### src/rtl/wdt_pkg.sv
package wdt_pkg;

  typedef enum logic [1:0] {
    PWR_RUN  = 2'd0,
    PWR_HALT = 2'd1,
    PWR_WAKE = 2'd2
  } pwr_state_t;

  typedef enum logic [1:0] {
    SEQ_NONE  = 2'd0,
    SEQ_GOT_A = 2'd1,
    SEQ_GOT_B = 2'd2
  } clr_pend_t;

endpackage

### src/rtl/wdt_prescaler.sv
module wdt_prescaler #(
  parameter int SEL_W = 3
) (
  input  logic             clk,
  input  logic             rst,
  input  logic             clr_i,
  input  logic [SEL_W-1:0] sel_i,
  output logic             tick_o
);
  localparam int PS_W = (1 << SEL_W) - 1;

  logic [PS_W-1:0] cnt_q;
  logic [PS_W-1:0] mask;

  // one mask bit per prescaler stage: stage gi is used when sel exceeds gi
  for (genvar gi = 0; gi < PS_W; gi++) begin : g_mask
    assign mask[gi] = (32'(sel_i) > gi);
  end

  assign tick_o = ((cnt_q & mask) == mask);

  always_ff @(posedge clk) begin
    if (rst || clr_i) cnt_q <= '0;
    else              cnt_q <= cnt_q + 1'b1;
  end
endmodule

### src/rtl/wdt_clear_seq.sv
module wdt_clear_seq
  import wdt_pkg::*;
(
  input  logic clk,
  input  logic rst,
  input  logic en_i,
  input  logic dual_i,
  input  logic flush_i,
  input  logic single_i,
  input  logic a_i,
  input  logic b_i,
  output logic ok_o
);
  clr_pend_t pend_q;

  always_comb begin
    ok_o = 1'b0;
    if (en_i) begin
      if (!dual_i) ok_o = single_i;
      else         ok_o = (a_i && b_i) ||
                          (a_i && pend_q == SEQ_GOT_B) ||
                          (b_i && pend_q == SEQ_GOT_A);
    end
  end

  always_ff @(posedge clk) begin
    if (rst || flush_i || !dual_i) begin
      pend_q <= SEQ_NONE;
    end else if (en_i) begin
      if (ok_o)     pend_q <= SEQ_NONE;
      else if (a_i) pend_q <= SEQ_GOT_A;
      else if (b_i) pend_q <= SEQ_GOT_B;
    end
  end
endmodule

### src/rtl/wdt_wake_ctrl.sv
module wdt_wake_ctrl
  import wdt_pkg::*;
#(
  parameter int WAKE_CYC = 1024
) (
  input  logic clk,
  input  logic rst,
  input  logic halt_i,
  input  logic wake_i,
  output logic run_o
);
  localparam int CW = (WAKE_CYC > 1) ? $clog2(WAKE_CYC) : 1;
  localparam logic [CW-1:0] LAST = CW'(WAKE_CYC - 1);

  pwr_state_t    st_q;
  logic [CW-1:0] cnt_q;

  always_ff @(posedge clk) begin
    if (rst) begin
      st_q  <= PWR_RUN;
      cnt_q <= '0;
    end else begin
      case (st_q)
        PWR_RUN:  if (halt_i) st_q <= PWR_HALT;
        PWR_HALT: if (wake_i) begin
                    st_q  <= PWR_WAKE;
                    cnt_q <= '0;
                  end
        PWR_WAKE: if (cnt_q == LAST) st_q <= PWR_RUN;
                  else               cnt_q <= cnt_q + 1'b1;
        default:  st_q <= PWR_RUN;
      endcase
    end
  end

  assign run_o = (st_q == PWR_RUN);
endmodule

### src/rtl/dual_clear_watchdog.sv
module dual_clear_watchdog #(
  parameter int SEL_W    = 3,
  parameter int WD_W     = 8,
  parameter int WAKE_CYC = 1024
) (
  input  logic             clk,
  input  logic             rst,
  input  logic             dual_clear_i,
  input  logic [SEL_W-1:0] ps_sel_i,
  input  logic             clr_single_i,
  input  logic             clr_a_i,
  input  logic             clr_b_i,
  input  logic             halt_i,
  input  logic             wake_i,
  output logic             to_flag_o,
  output logic             pd_flag_o,
  output logic             reset_req_o,
  output logic             run_o
);
  logic            tick;
  logic            clr_ok;
  logic            halt_acc;
  logic            wipe;
  logic            expire;
  logic [WD_W-1:0] wd_q;
  logic            to_q, pd_q, req_q;

  assign halt_acc = halt_i && run_o;
  assign wipe     = halt_acc || clr_ok;
  assign expire   = tick && (wd_q == '1) && !wipe;

  wdt_prescaler #(.SEL_W(SEL_W)) u_ps (
    .clk(clk), .rst(rst), .clr_i(wipe), .sel_i(ps_sel_i), .tick_o(tick)
  );

  wdt_clear_seq u_seq (
    .clk(clk), .rst(rst), .en_i(run_o), .dual_i(dual_clear_i),
    .flush_i(halt_acc), .single_i(clr_single_i), .a_i(clr_a_i),
    .b_i(clr_b_i), .ok_o(clr_ok)
  );

  wdt_wake_ctrl #(.WAKE_CYC(WAKE_CYC)) u_wake (
    .clk(clk), .rst(rst), .halt_i(halt_acc), .wake_i(wake_i), .run_o(run_o)
  );

  always_ff @(posedge clk) begin
    if (rst) begin
      wd_q  <= '0;
      to_q  <= 1'b0;
      pd_q  <= 1'b0;
      req_q <= 1'b0;
    end else begin
      if (wipe)      wd_q <= '0;
      else if (tick) wd_q <= wd_q + 1'b1;
      req_q <= expire;
      if (halt_acc) begin
        to_q <= 1'b0;
        pd_q <= 1'b1;
      end else if (clr_ok) begin
        to_q <= 1'b0;
        pd_q <= 1'b0;
      end else if (expire) begin
        to_q <= 1'b1;
      end
    end
  end

  assign to_flag_o   = to_q;
  assign pd_flag_o   = pd_q;
  assign reset_req_o = req_q;
endmodule

### config.mk
export PLATFORM = sky130hd
export DESIGN_NAME = dual_clear_watchdog
export DESIGN_NICKNAME = d
export VERILOG_FILES = /design/src/rtl/wdt_pkg.sv /design/src/rtl/wdt_prescaler.sv /design/src/rtl/wdt_clear_seq.sv /design/src/rtl/wdt_wake_ctrl.sv /design/src/rtl/dual_clear_watchdog.sv
export SDC_FILE = /design/constraint.sdc
export NUM_CORES = 1
export LEC_CHECK = 0
export ABC_AREA = 0
export BUFFER_PORTS_ARGS = -buffer_cell sky130_fd_sc_hd__buf_4
export CORE_MARGIN = 2
export CORE_UTILIZATION = 60
export DETAILED_ROUTE_END_ITERATION = 8
export MAX_ROUTING_LAYER = met4
export PLACE_DENSITY = 0.79
export SETUP_SLACK_MARGIN = 0.3
export SYNTH_ARGS = -nofsm -noshare
export SYNTH_HDL_FRONTEND = slang
export SYNTH_SLANG_ARGS = --single-unit
### constraint.sdc
create_clock -name clk -period 3.3 [get_ports clk]
set_clock_uncertainty 0.15 [all_clocks]
set_input_delay 0.33 -clock clk [delete_from_list [all_inputs] [get_ports clk]]
set_output_delay 0.33 -clock clk [all_outputs]
set_load 0.1 [all_outputs]
==> results_dict.tcl, run 1 <==
set metrics [dict create \
    maxSlewHeadroom 0.602 \
    r2r-end "u_wake.cnt_q[3]$_SDFFE_PP0P_" \
    power_density_nw_per_um2 424 \
    fmax_mhz 501 \
    ctsRootBufferMaster "clkbuf_4" \
    slowest_delay_ns 0.45 \
    p_int_uw 527 \
    tns_ns 0 \
    die_h_um 55.0 \
    cts-htree-levels 2 \
    cp-startpoint "u_wake.cnt_q[0]$_SDFFE_PP0P_" \
    crit_buf_inv 0 \
    path_max_fanout 9 \
    pwr-share-seq 0.554 \
    syn_to_final_growth_pct 10.0 \
    antenna_found_initial 0 \
    critical_path.endpoint "u_wake.cnt_q[3]$_SDFFE_PP0P_" \
    synth.distinct_cells 45 \
    hold_buffers 0 \
    synth-async-reset-ratio 0 \
    combinationalPowerShare 0.123 \
    syn-num-nets 193 \
    rsz0062_at_grt "no" \
    status "completed" \
    clk_pin_slew_ns 0.10 \
    nFillCells 204 \
    cts_tree "yes" \
    grt_max_degree 18 \
    drt-total-wl_mm 2.80 \
    final.min_clock_period_ns 2.00 \
    start_kind "register" \
    via_count 1311 \
    worstSetupEndpointType "register" \
    crit_chain "ha_1 -> nand3_1 -> o31a_1 -> o2111ai_1 -> xor2_1 -> nor2_1" \
    die_area_um2 3020 \
    r2r_start "u_wake.cnt_q[0]$_SDFFE_PP0P_" \
    power_leakage_uw 0.000591 \
    finalCritPeriodShare 0.605 \
    max-cap-violations 0 \
    rows 18 \
    worstMarginPinSlew_ns 0.593 \
    r2r_cells 6 \
    final_cells 223 \
    dp.cells 215 \
    hold_viol_final 0 \
    crit_cells 6 \
    crit_slowest_cell "o31a_1" \
    syn_inst 179 \
    ff2ff_setup_slack_ns 1.30 \
    path_class "reg -> reg" \
    via_per_inst 5.88 \
    grt_pass1_wl_mm 4.51 \
    synth_edf_count 0 \
    clock_latency_ns 0.34 \
    setup_viol 0 \
    cp.required_ns 3.37 \
    syn_avg_cell_area_um2 8.70 \
    gp_congestion 0.810 \
    start_util 0.629 \
    drt_iter0_drc 27 \
    post_cts_resized 0 \
    nets 206 \
    die_width_um 55.0 \
    n_antenna_cell 0 \
    ir_drop_uv 341 \
    numCtsBuffers 5 \
    cp.arrival_ns 2.07 \
    cpLargestDelayFamily "compound AO/OA/AOI/OAI gates" \
    cts_post_setup_buffers_inserted 0 \
    pwr-share-clk 0.324 \
    synth_area_um2 1560 \
    io_buffers 14 \
    final_layout_size_suffix_gt1_frac 0.155 \
    holdWs_ns 0.0473 \
    synth_flop_cell "dfxtp_1" \
    first_pass_iters 4 \
    swShare 0.274 \
    grt_usage 0.215 \
    min_path_type "in -> reg" \
    slew_violations 0 \
    grt_pass1_vias 1057 \
    p_switching_uw 199 \
    wl_per_cell_um 12.6 \
    ant_nets 0 \
    io_pins 15 \
    cts_num_sinks 32 \
    grt_overflow_total 0 \
    dp_hpwl_mm 2.02 \
    synth_seq_area_share 0.411 \
    drc 0 \
    core-area_um2 2480 \
    clockBufferDepth 2 \
    synth_seq_cells 32 \
    yosysWarnings 0 \
]
==> logic make-up (layout without fill, tap and decap cells) <==
kind of cell | Yosys count | after routing | synth area share
muxes | 1 | 1 | 0.00643
AOI/OAI and AO/OA | 41 | 41 | 0.191
and+or+nand+nor | 77 | 77 | 0.259
buffers and inverters | 13 | 27 | 0.0410
DFF | 32 | 32 | 0.411
xor gates and xnor gates | 12 | 12 | 0.0675
adders and majority gates | 3 | 3 | 0.0241
==> synth_stat cells, drive strengths merged, types with 3 or more instances <==
master,number,share of area
nor2,25,0.062
nand4,4,0.016
a21oi,15,0.053
inv,5,0.012
buf,7,0.027
nand3,11,0.035
dfxtp,32,0.41
xor2,8,0.045
xnor2,4,0.022
nor2b,3,0.012
nand2,11,0.027
o31ai,7,0.034
ha,3,0.024
or4,7,0.036
o21ai,5,0.016
nand3b,3,0.014
==> worst min path at each step <==
| stage | end | cells past startpoint | from | slack [ns] |
|---|---|---|---|---|
| 2_1_floorplan | u_wake.st_q[0]$_SDFFE_PP0P_ | 1 | wake_i | 0.30 |
| 3_3_place_gp | to_flag_o$_SDFFE_PP0P_ | 2 | to_flag_o$_SDFFE_PP0P_ | 0.29 |
| 3_5_place_dp | to_flag_o$_SDFFE_PP0P_ | 2 | to_flag_o$_SDFFE_PP0P_ | 0.30 |
| 4_1_cts | u_wake.st_q[0]$_SDFFE_PP0P_ | 2 | wake_i | 0.04 |
| 5_1_grt | u_wake.st_q[1]$_SDFFE_PP0P_ | 2 | rst | 0.07 |
| 6_report | u_wake.st_q[0]$_SDFFE_PP0P_ | 2 | wake_i | 0.05 |
==> placed cells by master, fill, tap and decap left out, types with 2 or more instances in the layout <==
| master | instances |
|---|---|
| or4_1 | 6 |
| o211ai_1 | 2 |
| nand2_1 | 11 |
| nand4_1 | 4 |
| ha_1 | 3 |
| nand2b_1 | 2 |
| xnor2_1 | 4 |
| nand3_1 | 11 |
| nor2b_1 | 3 |
| or3_1 | 2 |
| o31ai_1 | 7 |
| o21ai_0 | 3 |
| and3_1 | 2 |
| o21ai_1 | 2 |
| a21oi_1 | 13 |
| dfxtp_1 | 32 |
| clkbuf_1 | 2 |
| buf_4 | 14 |
| nor2_1 | 24 |
| clkbuf_4 | 5 |
| a31o_2 | 2 |
| inv_1 | 5 |
| a21oi_2 | 2 |
| xor2_1 | 8 |
| nand3b_1 | 3 |
==> worst register-to-register path, stage by stage, from the launching register on <==
cell	delay, ns
dfxtp_1	0.41
ha_1	0.20
nand3_1	0.14
o31a_1	0.45
o2111ai_1	0.30
xor2_1	0.18
nor2_1	0.05
==> through the flow <==
stage               total power [uW]  setup slack, ns  utilization  instance area (um^2)
floorplan                        478            0.574            -                  1560
global placement                 497             1.48        0.668                  1660
detailed placement               500             1.35        0.668                  1660
CTS                              732             1.31        0.692                  1710
global route                     747             1.12        0.692                  1710
finish                           726             1.30        0.692                  1710
==> layout make-up <==
| cell class | instances | area, um^2 | share of cell area |
|---|---|---|---|
| multi-input combinational | 134 | 853 | 0.498 |
| sequential | 32 | 641 | 0.374 |
| timing repair buffer | 14 | 105 | 0.0613 |
| clock buffer | 8 | 58.8 | 0.0343 |
| tap | 30 | 37.5 | 0.0219 |
| inverter | 5 | 18.8 | 0.0109 |
==> registers in the layout, summed over array words and instances, names as in the netlist <==
| register | flops |
|---|---|
| u_ps.cnt_q | 7 |
| u_seq.pend_q | 2 |
| to_flag_o | 1 |
| u_wake.cnt_q | 10 |
| wd_q | 8 |
| reset_req_o | 1 |
| pd_flag_o | 1 |
| u_wake.st_q | 2 |
==> power groups by stage <==
stage	logic (uW)	registers (uW)	clock network [uW]
after detailed placement	88.7	411	0
after floorplan	60.9	417	0
after CTS	89.0	402	241
final	89.2	402	235
after global routing	97.8	403	247
after global placement	86.9	410	0
==> routing by layer <==
metal,wire length [um],vias up,track usage
met3,118,9,0.0565
met1,1330,592,0.274
met2,1280,34,0.319
met5,0,-,-
li1,-,676,-
met4,67,0,0.0976
Note: power is estimated with default switching activity, not from simulation.
==> run 2: changes to the inputs <==
- CORE_UTILIZATION: 60 -> 52
- PLACE_DENSITY: 0.79 -> 0.72
- clock period: 3.3 -> 1.65 ns (I/O delays scaled with it)
==> run 2 against run 1 <==
- the run now ends with DRC, setup timing left
- via count grew 35%
- clock power increased to 2.9 times the previous value
- critical path depth up 1
- first-iteration DRC count increased to 8.7 times the previous value
- sequential power grew 100%
- critical path type unchanged
==> results_dict.tcl, run 2 (synthesis gave the netlist of run 1 again) <==
set metrics [dict create \
    cpLargestDelayFamily "compound AO/OA/AOI/OAI gates" \
    r2r-end "wd_q[6]$_SDFFE_PP0N_" \
    gp_congestion 0.842 \
    drt-total-wl_mm 5.70 \
    numCtsBuffers 5 \
    violations "DRC, setup timing" \
    fmax_mhz 576 \
    drt_iter0_drc 235 \
    r2r_cells 7 \
    ant_nets 0 \
    grt_max_degree 18 \
    final_common_cell "buf_4" \
    drc 1 \
    n_antenna_cell 0 \
    dp.cells 240 \
    maxSlewHeadroom 0.781 \
    io_buffers 14 \
    setup_ws_ns -0.0868 \
    pwr-share-clk 0.362 \
    grt_usage 0.266 \
    syn_to_final_growth_pct 64.8 \
    power_density_nw_per_um2 721 \
    path_max_fanout 4 \
    pwr-share-seq 0.433 \
    first_pass_iters 6 \
    tns_ns -0.386 \
    grt_pass1_wl_mm 6.95 \
    status "finished with violations" \
    ctsRootBufferMaster "clkbuf_4" \
    rsz0062_at_grt "yes" \
    die_width_um 58.7 \
    slowest_delay_ns 0.36 \
    ff2ff_setup_slack_ns -0.09 \
    cp.arrival_ns 1.79 \
    cts-htree-levels 2 \
    start_kind "register" \
    combinationalPowerShare 0.205 \
    max-cap-violations 0 \
    cp.required_ns 1.70 \
    final_layout_size_suffix_gt1_frac 0.552 \
    die_area_um2 3450 \
    top_register "u_wake.cnt_q" \
    finalCritPeriodShare 1.05 \
    slew_violations 0 \
    power.total_uw 1850 \
    io_pins 15 \
    clock_latency_ns 0.32 \
    p_int_uw 1360 \
    start_util 0.555 \
    path_class "reg -> reg" \
    cts_num_sinks 32 \
    clockBufferDepth 2 \
    r2r_start "u_ps.cnt_q[4]$_SDFF_PP0_" \
    post_dp_cell_area_um2 1890 \
    crit_slowest_cell "dfxtp_2" \
    antenna_found_initial 0 \
    rows 19 \
    grt_overflow_total 0 \
    core-area_um2 2810 \
    hold_viol_final 0 \
    crit_buf_inv 2 \
    min_path_type "in -> reg" \
    setup_viol 10 \
    nets 263 \
    crit_top_cell "buf_4" \
    min_path_cells 3 \
    top_regs "u_wake.cnt_q (10), wd_q (8), u_ps.cnt_q (7)" \
    grt_pass1_vias 1544 \
    final.min_clock_period_ns 1.74 \
    worstMarginPinSlew_ns 0.320 \
    via_per_inst 6.30 \
    min_from "dual_clear_i" \
    nFillCells 100 \
    crit_chain "nand2_2 -> a21oi_4 -> a21boi_4 -> buf_4 -> buf_4 -> o31ai_1 -> a21oi_1" \
    p_switching_uw 494 \
    largest_reg_flops 10 \
    cts_tree "yes" \
    final_cell_mix "52 x buf_4, 20 x nor2_1, 17 x dfxtp_2" \
    swShare 0.267 \
    wl_per_cell_um 20.3 \
    final_cells 281 \
    clk_pin_slew_ns 0.10 \
    via_count 1769 \
    die_h_um 58.7 \
    power_leakage_uw 0.00101 \
    min_to "u_seq.pend_q[1]$_SDFFE_PP0P_" \
    worstSetupEndpointType "register" \
    holdWs_ns 0.0274 \
    ir_drop_uv 566 \
    dp_hpwl_mm 2.45 \
    post-route-cell-area_um2 2570 \
]
run 2: routing by layer:
| metal | part of all wire | vias up | global-route usage |
|---|---|---|---|
| met5 | 0 | - | - |
| met4 | 0.029 | 0 | 0.0584 |
| met3 | 0.071 | 23 | 0.0593 |
| met2 | 0.51 | 107 | 0.454 |
| met1 | 0.39 | 843 | 0.319 |
| li1 | - | 796 | - |
run 2: metrics by stage:
stage	worst slack, ns	utilization
3_5_place_dp	-0.0508	0.673
4_1_cts	0.0169	0.813
6_report	-0.0868	0.915
3_3_place_gp	0.0180	0.673
2_1_floorplan	-0.0297	-
5_1_grt	-0.125	0.915
run 2: cell type report:
class / instances / area (um^2) / area share
Sequential cell: 32 / 673 / 0.262
Timing Repair Buffer: 67 / 562 / 0.219
Tap cell: 31 / 38.8 / 0.0151
Clock inverter: 1 / 30.0 / 0.0117
Multi-Input combinational cell: 138 / 1180 / 0.460
Inverter: 5 / 18.8 / 0.00731
Clock buffer: 7 / 65.1 / 0.0253
run 2: worst reg2reg max path, stage by stage (launching register included):
cell and delay [ns]:
dfxtp_2 0.36, nand2_2 0.07, a21oi_4 0.21, a21boi_4 0.11, buf_4 0.15, buf_4 0.12, o31ai_1 0.31, a21oi_1 0.14
run 2: worst max path at each step:
stage                                 startpoint                      endpoint  slack (ns)  depth (start not counted)
finish                  u_ps.cnt_q[4]$_SDFF_PP0_          wd_q[6]$_SDFFE_PP0N_       -0.09                          7
CTS                 u_wake.cnt_q[0]$_SDFFE_PP0P_  u_wake.cnt_q[9]$_SDFFE_PP0P_        0.02                          6
global route            u_ps.cnt_q[4]$_SDFF_PP0_          wd_q[6]$_SDFFE_PP0N_       -0.12                          7
floorplan            u_wake.st_q[0]$_SDFFE_PP0P_          wd_q[2]$_SDFFE_PP0N_       -0.03                          5
global placement     u_wake.st_q[1]$_SDFFE_PP0P_  u_wake.cnt_q[9]$_SDFFE_PP0P_        0.02                          5
detailed placement  u_wake.cnt_q[0]$_SDFFE_PP0P_  u_wake.cnt_q[9]$_SDFFE_PP0P_       -0.05                          6
run 2: power groups by stage:
stage	clock network (uW)	registers (uW)	logic, uW
final	670	802	379
after CTS	666	797	287
after global placement	0	815	214
after detailed placement	0	816	220
after global routing	711	803	396
after floorplan	0	838	135
run 2: timing repair:
action                     CTS  global route
buffers inserted            13            11
setup endpoints to repair   31            32
pin swaps                   36            30
hold buffers                 5             0
resized for setup           39            39
hold endpoints to repair     7             0
gates cloned                 2             2
